### src/rtl/tfifo_pkg.sv
package tfifo_pkg;

    localparam int WORD_W     = 64;
    localparam int VIEW_W     = 4;
    localparam int POS_E      = 0;
    localparam int POS_F      = 1;
    localparam int POS_T      = 16;
    localparam int POS_QFLAG  = 17;
    localparam int POS_PTR    = 18;
    localparam int PTR_FLD_W  = 10;
    localparam int POS_CODE   = 28;
    localparam int CODE_FLD_W = 8;

    localparam logic [VIEW_W-1:0] VC_BYPASS  = 4'd0;
    localparam logic [VIEW_W-1:0] VC_CTRL    = 4'd1;
    localparam logic [VIEW_W-1:0] VC_EF_WAIT = 4'd2;
    localparam logic [VIEW_W-1:0] VC_EF_TRY  = 4'd3;

    typedef enum logic [1:0] {
        ACT_BYPASS,
        ACT_CTRL,
        ACT_EF,
        ACT_NONE
    } act_kind_e;

    typedef struct packed {
        act_kind_e kind;
        logic      blocking;
        logic      bad;
    } act_t;

    typedef struct packed {
        logic t;
        logic e;
        logic f;
    } flags_t;

    function automatic logic [WORD_W-1:0] pack_ctrl(
        input flags_t                fl,
        input logic [PTR_FLD_W-1:0]  p,
        input logic [CODE_FLD_W-1:0] c
    );
        logic [WORD_W-1:0] w;
        w = '0;
        w[POS_E]                 = fl.e;
        w[POS_F]                 = fl.f;
        w[POS_T]                 = fl.t;
        w[POS_QFLAG]             = 1'b1;
        w[POS_PTR +: PTR_FLD_W]  = p;
        w[POS_CODE +: CODE_FLD_W] = c;
        return w;
    endfunction

endpackage

### src/rtl/tfifo_view_dec.sv
module tfifo_view_dec
    import tfifo_pkg::*;
(
    input  logic [VIEW_W-1:0] view,
    output act_t              act
);
    always_comb begin
        act = '{kind: ACT_NONE, blocking: 1'b0, bad: 1'b1};
        case (view)
            VC_BYPASS:  act = '{kind: ACT_BYPASS, blocking: 1'b0, bad: 1'b0};
            VC_CTRL:    act = '{kind: ACT_CTRL,   blocking: 1'b0, bad: 1'b0};
            VC_EF_WAIT: act = '{kind: ACT_EF,     blocking: 1'b1, bad: 1'b0};
            VC_EF_TRY:  act = '{kind: ACT_EF,     blocking: 1'b0, bad: 1'b0};
            default:    act = '{kind: ACT_NONE,   blocking: 1'b0, bad: 1'b1};
        endcase
    end
endmodule

### src/rtl/tfifo_store.sv
module tfifo_store #(
    parameter int DEPTH  = 8,
    parameter int DATA_W = 64,
    localparam int IDX_W = $clog2(DEPTH)
) (
    input  logic              clk,
    input  logic              rst,
    input  logic              we,
    input  logic [IDX_W-1:0]  widx,
    input  logic [DATA_W-1:0] wdata,
    input  logic [IDX_W-1:0]  ridx,
    output logic [DATA_W-1:0] rdata
);
    logic [DATA_W-1:0] mem_q [DEPTH];

    always_ff @(posedge clk) begin
        if (rst) begin
            for (int i = 0; i < DEPTH; i++) mem_q[i] <= '0;
        end else if (we) begin
            mem_q[widx] <= wdata;
        end
    end

    assign rdata = mem_q[ridx];
endmodule

### src/rtl/tfifo_waitmask.sv
module tfifo_waitmask #(
    parameter int MASK_W = 64,
    localparam int ID_W  = $clog2(MASK_W)
) (
    input  logic              clk,
    input  logic              rst,
    input  logic              stall,
    input  logic              go,
    input  logic [ID_W-1:0]   id,
    output logic [MASK_W-1:0] mask_q,
    output logic [MASK_W-1:0] wake_q
);
    logic [MASK_W-1:0] mask_d;

    always_comb begin
        mask_d = mask_q;
        if (go)         mask_d = '0;
        else if (stall) mask_d[id] = 1'b1;
    end

    always_ff @(posedge clk) begin
        if (rst) begin
            mask_q <= '0;
            wake_q <= '0;
        end else begin
            mask_q <= mask_d;
            wake_q <= go ? mask_q : '0;
        end
    end
endmodule

### src/rtl/tfifo_cell.sv
module tfifo_cell
    import tfifo_pkg::*;
#(
    parameter int DEPTH  = 8,
    parameter int MASK_W = 64,
    localparam int ID_W  = $clog2(MASK_W)
) (
    input  logic              clk,
    input  logic              rst,
    input  logic              req_valid,
    input  logic [ID_W-1:0]   req_id,
    input  logic [VIEW_W-1:0] req_view,
    input  logic              req_write,
    input  logic [WORD_W-1:0] req_wdata,
    output logic              rsp_valid,
    output logic [WORD_W-1:0] rsp_rdata,
    output logic              rsp_stall,
    output logic              rsp_error,
    output logic [MASK_W-1:0] wake_mask
);
    localparam int IDX_W = $clog2(DEPTH);
    localparam int PTR_W = $clog2(DEPTH + 1);
    localparam logic [CODE_FLD_W-1:0] DCODE = CODE_FLD_W'($clog2(DEPTH));

    act_t               act;
    flags_t             flg_q, flg_d;
    logic [IDX_W-1:0]   head_q, head_d, widx;
    logic [PTR_W-1:0]   ptr_q, ptr_d;
    logic [WORD_W-1:0]  head_word, rd_d;
    logic [MASK_W-1:0]  blk_mask;
    logic               ef_acc, stall, go, pop, push, byp_wr, ctl_wr;
    logic               not_empty, not_full;

    tfifo_view_dec u_dec (.view(req_view), .act(act));

    assign not_empty = (ptr_q != '0);
    assign not_full  = (32'(ptr_q) < DEPTH);
    assign ef_acc    = req_valid && (act.kind == ACT_EF);
    assign stall     = ef_acc && act.blocking && (req_write ? flg_q.f : flg_q.e);
    assign go        = ef_acc && !stall;
    assign pop       = go && !req_write && not_empty;
    assign push      = go && req_write && not_full;
    assign byp_wr    = req_valid && (act.kind == ACT_BYPASS) && req_write && not_empty;
    assign ctl_wr    = req_valid && (act.kind == ACT_CTRL) && req_write;
    assign widx      = IDX_W'(32'(head_q) + 32'(ptr_q) - (push ? 32'd0 : 32'd1));

    tfifo_store #(.DEPTH(DEPTH), .DATA_W(WORD_W)) u_store (
        .clk   (clk),
        .rst   (rst),
        .we    (push || byp_wr),
        .widx  (widx),
        .wdata (req_wdata),
        .ridx  (head_q),
        .rdata (head_word)
    );

    tfifo_waitmask #(.MASK_W(MASK_W)) u_wait (
        .clk    (clk),
        .rst    (rst),
        .stall  (stall),
        .go     (go),
        .id     (req_id),
        .mask_q (blk_mask),
        .wake_q (wake_mask)
    );

    always_comb begin
        flg_d  = flg_q;
        head_d = head_q;
        ptr_d  = ptr_q;
        if (ctl_wr) begin
            flg_d.t = req_wdata[POS_T];
            flg_d.e = req_wdata[POS_E];
            flg_d.f = req_wdata[POS_F];
        end
        if (pop) begin
            head_d  = head_q + IDX_W'(1);
            ptr_d   = ptr_q - PTR_W'(1);
            flg_d.f = 1'b0;
        end
        if (push) begin
            ptr_d   = ptr_q + PTR_W'(1);
            flg_d.e = 1'b0;
        end
        if (go && !req_write && (ptr_d == '0))        flg_d.e = 1'b1;
        if (go && req_write && (32'(ptr_d) == DEPTH)) flg_d.f = 1'b1;
    end

    always_comb begin
        rd_d = '0;
        case (act.kind)
            ACT_BYPASS: if (!req_write) rd_d = head_word;
            ACT_CTRL:   if (!req_write) rd_d = pack_ctrl(flg_q, PTR_FLD_W'(ptr_q), DCODE);
            ACT_EF:     if (pop)        rd_d = head_word;
            default:    rd_d = '0;
        endcase
    end

    always_ff @(posedge clk) begin
        if (rst) begin
            flg_q     <= '{t: 1'b0, e: 1'b1, f: 1'b0};
            head_q    <= '0;
            ptr_q     <= '0;
            rsp_valid <= 1'b0;
            rsp_rdata <= '0;
            rsp_stall <= 1'b0;
            rsp_error <= 1'b0;
        end else begin
            flg_q     <= flg_d;
            head_q    <= head_d;
            ptr_q     <= ptr_d;
            rsp_valid <= req_valid;
            rsp_rdata <= req_valid ? rd_d : '0;
            rsp_stall <= stall;
            rsp_error <= req_valid && act.bad;
        end
    end
endmodule

### config.mk
export PLATFORM = sky130hd
export DESIGN_NAME = tfifo_cell
export DESIGN_NICKNAME = d
export VERILOG_FILES = /design/src/rtl/tfifo_pkg.sv /design/src/rtl/tfifo_view_dec.sv /design/src/rtl/tfifo_store.sv /design/src/rtl/tfifo_waitmask.sv /design/src/rtl/tfifo_cell.sv
export SDC_FILE = /design/constraint.sdc
export NUM_CORES = 1
export LEC_CHECK = 0
export ABC_CLOCK_PERIOD_IN_PS = 22000
export BUFFER_PORTS_ARGS = -buffer_cell sky130_fd_sc_hd__buf_2
export CAP_MARGIN = 0
export CORE_ASPECT_RATIO = 1.4
export CORE_MARGIN = 4
export CORE_UTILIZATION = 36
export CTS_BUF_LIST = sky130_fd_sc_hd__clkbuf_8 sky130_fd_sc_hd__clkbuf_16
export DETAILED_ROUTE_END_ITERATION = 8
export GPL_TIMING_DRIVEN = 0
export PLACE_DENSITY = 0.56
export SYNTH_ARGS = -nofsm -noshare
export SYNTH_HDL_FRONTEND = slang
export SYNTH_HIERARCHICAL = 1
export SYNTH_SLANG_ARGS = --single-unit
### constraint.sdc
create_clock -name clk -period 22 [get_ports clk]
set_clock_uncertainty 0.1 [all_clocks]
set_input_delay 3.3 -clock clk [delete_from_list [all_inputs] [get_ports clk]]
set_output_delay 3.3 -clock clk [all_outputs]
set_load 0.1 [all_outputs]
==> results of run 1 <==
-- worst reg2reg max path, delay by kind of cell (launching register included) --
| kind | cells | cell delay, ps |
|---|---|---|
| compound gates | 1 | 430 |
| simple gates | 3 | 800 |
| flops | 1 | 380 |
| xor+xnor | 2 | 550 |
| fa+ha+maj | 3 | 800 |
| buf+inv | 7 | 2330 |
-- power by group --
group | internal (mW) | switching, mW
clock | 0.714 | 0.521
sequential | 1.48 | 0.00890
combinational | 0.0403 | 0.104
-- logic make-up (layout without fill, tap and decap cells) --
kind of cell / after synthesis / after routing
xor gates and xnor gates: 6 / 6
AOI/OAI and AO/OA: 99 / 99
other: 0 / 1
DFF: 717 / 717
adders and majority gates: 7 / 7
and+or+nand+nor: 772 / 772
buffers and inverters: 268 / 620
muxes: 201 / 201
-- sequential cells by signal, indices dropped and copies added (netlist names), 3 cells and up --
register,flops
u_wait/wake_q,64
rsp_rdata,64
flg_q,3
ptr_q,4
u_store/mem_q,512
u_wait/mask_q,64
head_q,3
-- cell type report --
| cell class | instances | share of cell area, % |
|---|---|---|
| Multi-Input combinational cell | 1085 | 24.98 |
| Timing Repair Buffer | 223 | 4.082 |
| Antenna cell | 1 | 0.007250 |
| Buffer | 195 | 2.958 |
| Clock inverter | 46 | 1.073 |
| Clock buffer | 83 | 5.822 |
| Inverter | 73 | 0.7939 |
| Tap cell | 1062 | 3.850 |
| Sequential cell | 717 | 56.44 |
-- cell usage in the layout (no fill, tap or decap), drive strengths merged, types with 8 or more instances in the layout --
cell type    n
edfxtp     512
and3        56
nor2        84
inv         30
nand2        8
nor3       518
mux4       128
and2        66
a21oi       74
mux2        66
clkinv      80
o21bai       8
dfxtp      205
buf        318
clkbuf     183
a22oi        8
-- worst paths after layout --
kind / depth (start not counted) / to / start
setup / recovery: 19 / u_store/mem_q[2][32] / req_view[3]
hold / removal: 1 / u_wait/wake_q[11] / u_wait/mask_q[11]
hold reg to reg: 1 / u_wait/wake_q[11] / u_wait/mask_q[11]
setup reg to reg: 16 / u_store/mem_q[2][32] / ptr_q[3]
-- metrics by stage --
stage          utilization [%]  instance area [um^2]  setup WS, ps
2_1_floorplan                -                 29300         12120
3_3_place_gp             39.33                 31660          8252
3_5_place_dp             39.92                 32130         12850
4_1_cts                  42.88                 34510         13490
5_1_grt                  42.88                 34510         13200
6_report                 42.88                 34510         13360
-- routing by layer --
metal  GRT usage (%)  vias to the layer above  part of all wire, %
met1           24.09                     9557                   38
met5               0                        -                    0
met4           7.802                        0                  3.9
li1                -                     8395                    -
met2           33.97                      808                   51
met3           3.671                      165                  7.1
==> run metrics, run 1 <==
drt via density=5.430; largest family of logic cells by synthesized area=simple AND/OR/NAND/NOR gates; post-synthesis mux area share=12.61%; final hold slack=352.5 ps; FF/Latch Area=0.01948 mm^2; row count=123; DPL Wire Length=59590 um; post-synthesis cell type count=57; Synth area leaders=edfxtp_1, dfxtp_1, mux4_2; Root Driver=clkbuf_16; synthesized net count=2155; Clock Latency Late Sink=620 ps; Slowest-stage cell, CP=clkbuf_1; Ports=209; simple-gate portion of the synthesized area=14.02%; relative slew slack=25.35%; static leakage=12.15 nW; multi-input logic area=0.008621 mm^2; Worst Tran Pin Value=1120 ps; # port buffers=205; drc violations=0; register area share after synthesis=66.47%; Bufs on Longest Clock Path=3; xor-xnor portion of the synthesized cell area=0.1793%; Final Max Slew Viols=0; Routed Wire Length=85970 um; min Tclk post-route=8639 ps; Worst EP arrival=8890 ps; R2R Setup Slk=16310 ps; outcome=complete, no violations; gr ovfl total=0; register clock-pin slew on the reported worst setup and hold paths=70 ps; die width=249.1 um; CP Cell Sequence=buf_2 -> or2_4 -> a21o_1 -> nand3b_4 -> nor3b_2 -> inv_1 -> ha_1 -> inv_1 -> ha_1 -> inv_1 -> fa_1 -> xnor2_1 -> xnor2_1 -> or2_2 -> clkbuf_1 -> clkbuf_1 -> clkbuf_1 -> o21bai_4 -> buf_12; Hold Violations, Final=0; CP top delay family=buffers and inverters; Commonest cells post-synth=nor3_1, edfxtp_1, dfxtp_1; worst-path fanout max=23; Post-synth EDFFs=512; Crit. End Element=register; Post-CTS Setup Inserts=0; routability cong.=0.8154; first drt pass iteration count=5; core area=0.08049 mm^2; Sink Count=717; setup_tns=0 ps; largest vdd supply drop=0.00005877 V; Crit path buffers/inverters=8; number of global-route vias before repair=19670; Synth Area in Compound Gates=1.973%; worst min path class=register to register; DRT iter0 DRCs=1704; area grow syn2layout=17.78%; count leader, synth=nor3_1; Vias=18930; Die Ht=345.6 um; Final #Nets=2451; die area=0.08609 mm^2; Post-Synthesis Cells=2070; total power=2.864 mW; RSZ-0062 raised after global routing=no; yosys warns=6; Routed Antenna Nets=0; Crit Path Category=input port to register; DP Cell Count=3355; Synth Area in Adders=0.3245%; number of synthesized register bits=717; TritonCTS clock tree=built; H-tree depth=3; initial antenna violation count=2; gr usage total=19.53%; Required @ worst endpoint=22250 ps; Non-Filler Instances=3485; Fillers=7491; TritonCTS Buffers=71; top-area cell type share of the netlist area=52.47%; global-route wire length before repair=127200 um; hold_buf cts=0; fmax=0.1158 GHz; largest net degree at the start of global routing=26; initial core utilization=36.41%; critical path's largest stage delay=830 ps; Mapped Area=0.02930 mm^2; # resized after CTS=0; Setup crit start kind=input port; PD cells=82.98 mW/mm^2; Synth async-reset ratio=0%; Final period util=39.27%; Finish-stage setup viols=0; layout cells sized above 1=26.63%; max_cap viols=0; cell taking the most area after synthesis=edfxtp_1; Top FF cell, synth=edfxtp_1; per-cell routed wire length=24.67 um; Post-Syn Area per Cell=14.16 um^2
No activity file was read; power rests on OpenSTA's default activity.
==> run 2: changes to the inputs <==
--- a/config.mk
+++ b/config.mk
@@ -5,7 +5,7 @@
 export SDC_FILE = /design/constraint.sdc
 export NUM_CORES = 1
 export LEC_CHECK = 0
-export ABC_CLOCK_PERIOD_IN_PS = 22000
+export ABC_CLOCK_PERIOD_IN_PS = 7500
 export BUFFER_PORTS_ARGS = -buffer_cell sky130_fd_sc_hd__buf_2
 export CAP_MARGIN = 0
 export CORE_ASPECT_RATIO = 1.4
@@ -14,7 +14,7 @@
 export CTS_BUF_LIST = sky130_fd_sc_hd__clkbuf_8 sky130_fd_sc_hd__clkbuf_16
 export DETAILED_ROUTE_END_ITERATION = 8
 export GPL_TIMING_DRIVEN = 0
-export PLACE_DENSITY = 0.56
+export PLACE_DENSITY = 0.58
 export SYNTH_ARGS = -nofsm -noshare
 export SYNTH_HDL_FRONTEND = slang
 export SYNTH_HIERARCHICAL = 1
==> constraint.sdc (replaced) <==
create_clock -name clk -period 7.5 [get_ports clk]
set_clock_uncertainty 0.1 [all_clocks]
set_input_delay 1.125 -clock clk [delete_from_list [all_inputs] [get_ports clk]]
set_output_delay 1.125 -clock clk [all_outputs]
set_load 0.1 [all_outputs]
==> run 2 against run 1 <==
  * Total power rose to 2.9 times the previous value
  * Worst setup slack got worse by 12000 ps
  * Design area barely moved
  * Cell count barely moved
  * Global-route usage barely moved
==> run metrics, run 2 (synthesized netlist as in run 1, its figures left out) <==
outcome=complete, no violations; Die Ht=345.6 um (unchanged); Post-CTS Setup Inserts=0 (unchanged); drt via density=5.456 (+0.48%); initial core utilization=36.41% (unchanged); commonest cells after routing, fill and taps aside=nor3_1, edfxtp_1, buf_2; Worst EP arrival=6700 ps (-2190 ps); DRT iter0 DRCs=1586 (-6.9%); CP top delay family=buffers and inverters; Hold Violations, Final=0 (unchanged); TritonCTS Buffers=71 (unchanged); max reg flops=512 (unchanged); worst min path class=register to register; Setup crit start kind=input port; WHS Path Cells=1 (unchanged); DPL Wire Length=59110 um (-0.81%); Final Max Slew Viols=0 (unchanged); layout cells sized above 1=26.49% (-0.15 points); Crit. End Element=register; gr usage total=19.50% (-0.027 points); largest vdd supply drop=0.0001928 V (+230%); critical path's largest stage delay=860 ps (+30 ps); CP Cell Sequence=buf_2 -> or2_4 -> a21o_1 -> nand3b_4 -> nor3b_2 -> inv_1 -> ha_1 -> inv_1 -> ha_1 -> inv_1 -> fa_1 -> xnor2_1 -> xnor2_1 -> or2_2 -> clkbuf_1 -> clkbuf_1 -> clkbuf_1 -> o21bai_4 -> buf_12; area grow syn2layout=17.76% (about the same); Routed Antenna Nets=0 (unchanged); Clock Latency Late Sink=620 ps (about the same); Root Driver=clkbuf_16; # port buffers=205 (unchanged); Crit path buffers/inverters=8 (unchanged); final hold slack=345.6 ps (-6.978 ps); Required @ worst endpoint=7760 ps (-14490 ps); Vias=19020 (+0.51%); PD cells=242.0 mW/mm^2 (+190%); Ports=209 (unchanged); min Tclk post-route=6445 ps; Slowest-stage cell, CP=clkbuf_1; max_cap viols=0 (unchanged); die width=249.1 um (unchanged); CP Depth=19 (unchanged); Finish-stage setup viols=0 (unchanged); Fillers=7385 (-1.4%); register clock-pin slew on the reported worst setup and hold paths=60 ps (about the same); per-cell routed wire length=24.72 um (+0.19%); row count=123 (unchanged); Crit Path Category=input port to register; hold_buf cts=0 (unchanged); TritonCTS clock tree=built; post-route cell area=0.03451 mm^2 (about the same); relative slew slack=20.49% (-4.9 points); global-route wire length before repair=127300 um (+0.13%); worst-path fanout max=23 (unchanged); core area=0.08049 mm^2 (unchanged); static leakage=12.18 nW (+0.27%); Final period util=85.93%; worst reg2reg path depth=16 (unchanged); number of global-route vias before repair=19840 (+0.86%); Sink Count=717 (unchanged); Final #Nets=2452 (+0.041%); drc violations=0 (unchanged); routability cong.=0.8254 (+1.2%); Ant. Diodes=0 (-1); H-tree depth=3 (unchanged); Largest Register=u_store/mem_q; commonest non-fill, non-tap cell in the layout=nor3_1; placed cell area=0.03215 mm^2 (about the same); die area=0.08609 mm^2 (unchanged); gr ovfl total=0 (unchanged); # resized after CTS=0 (unchanged); initial antenna violation count=1 (-1); largest net degree at the start of global routing=26 (unchanged); fmax=0.1552 GHz; Bufs on Longest Clock Path=3 (unchanged); Util after Layout=42.87% (about the same); Worst Tran Pin Value=1193 ps (+72.94 ps); Routed Wire Length=86160 um (+0.22%); first drt pass iteration count=5 (unchanged); RSZ-0062 raised after global routing=no
==> run 2: power by group <==
part           switching [mW]  internal (mW)
combinational           0.303          0.119
clock                    1.53           2.04
sequential             0.0269           4.33
total                    1.86           6.49
==> run 2: per-stage QoR <==
step / setup WS (ps) / cells / total power, mW / setup TNS (ps)
3_3_place_gp: -4245 / 3337 / 4.844 / -1348760
4_1_cts: 1185 / 3486 / 8.438 / 0
3_5_place_dp: 538.1 / 3356 / 4.865 / 0
2_1_floorplan: -92.12 / 2070 / 4.664 / -17690
5_1_grt: 913.0 / 3486 / 8.618 / 0
6_report: 1055 / 3486 / 8.350 / 0
==> run 2: final cells by class <==
cell class	instances	area, um^2	share of cell area (%)
clock inverter	50	389.1	1.128
tap	1062	1329	3.850
inverter	73	274.0	0.7940
multi-input combinational	1085	8621	24.98
buffer	195	1021	2.959
sequential	717	19480	56.44
timing repair buffer	224	1429	4.141
clock buffer	80	1968	5.703
==> run 2: final timing paths <==
path | endpoint | start | slack (ps)
worst min register to register | u_wait/wake_q[11] | u_wait/mask_q[11] | 350
worst max register to register | u_store/mem_q[2][33] | ptr_q[3] | 1830
worst max-delay path | u_store/mem_q[2][33] | req_view[3] | 1060
worst min-delay path | u_wait/wake_q[11] | u_wait/mask_q[11] | 350
==> run 2: per-layer routing <==
| layer | vias up | track usage [%] | share of wire (%) |
|---|---|---|---|
| li1 | 8393 | - | - |
| met1 | 9555 | 23.71 | 38 |
| met2 | 929 | 34.42 | 51 |
| met3 | 144 | 3.671 | 7.3 |
| met4 | 0 | 7.597 | 3.8 |
| met5 | - | 0 | 0 |
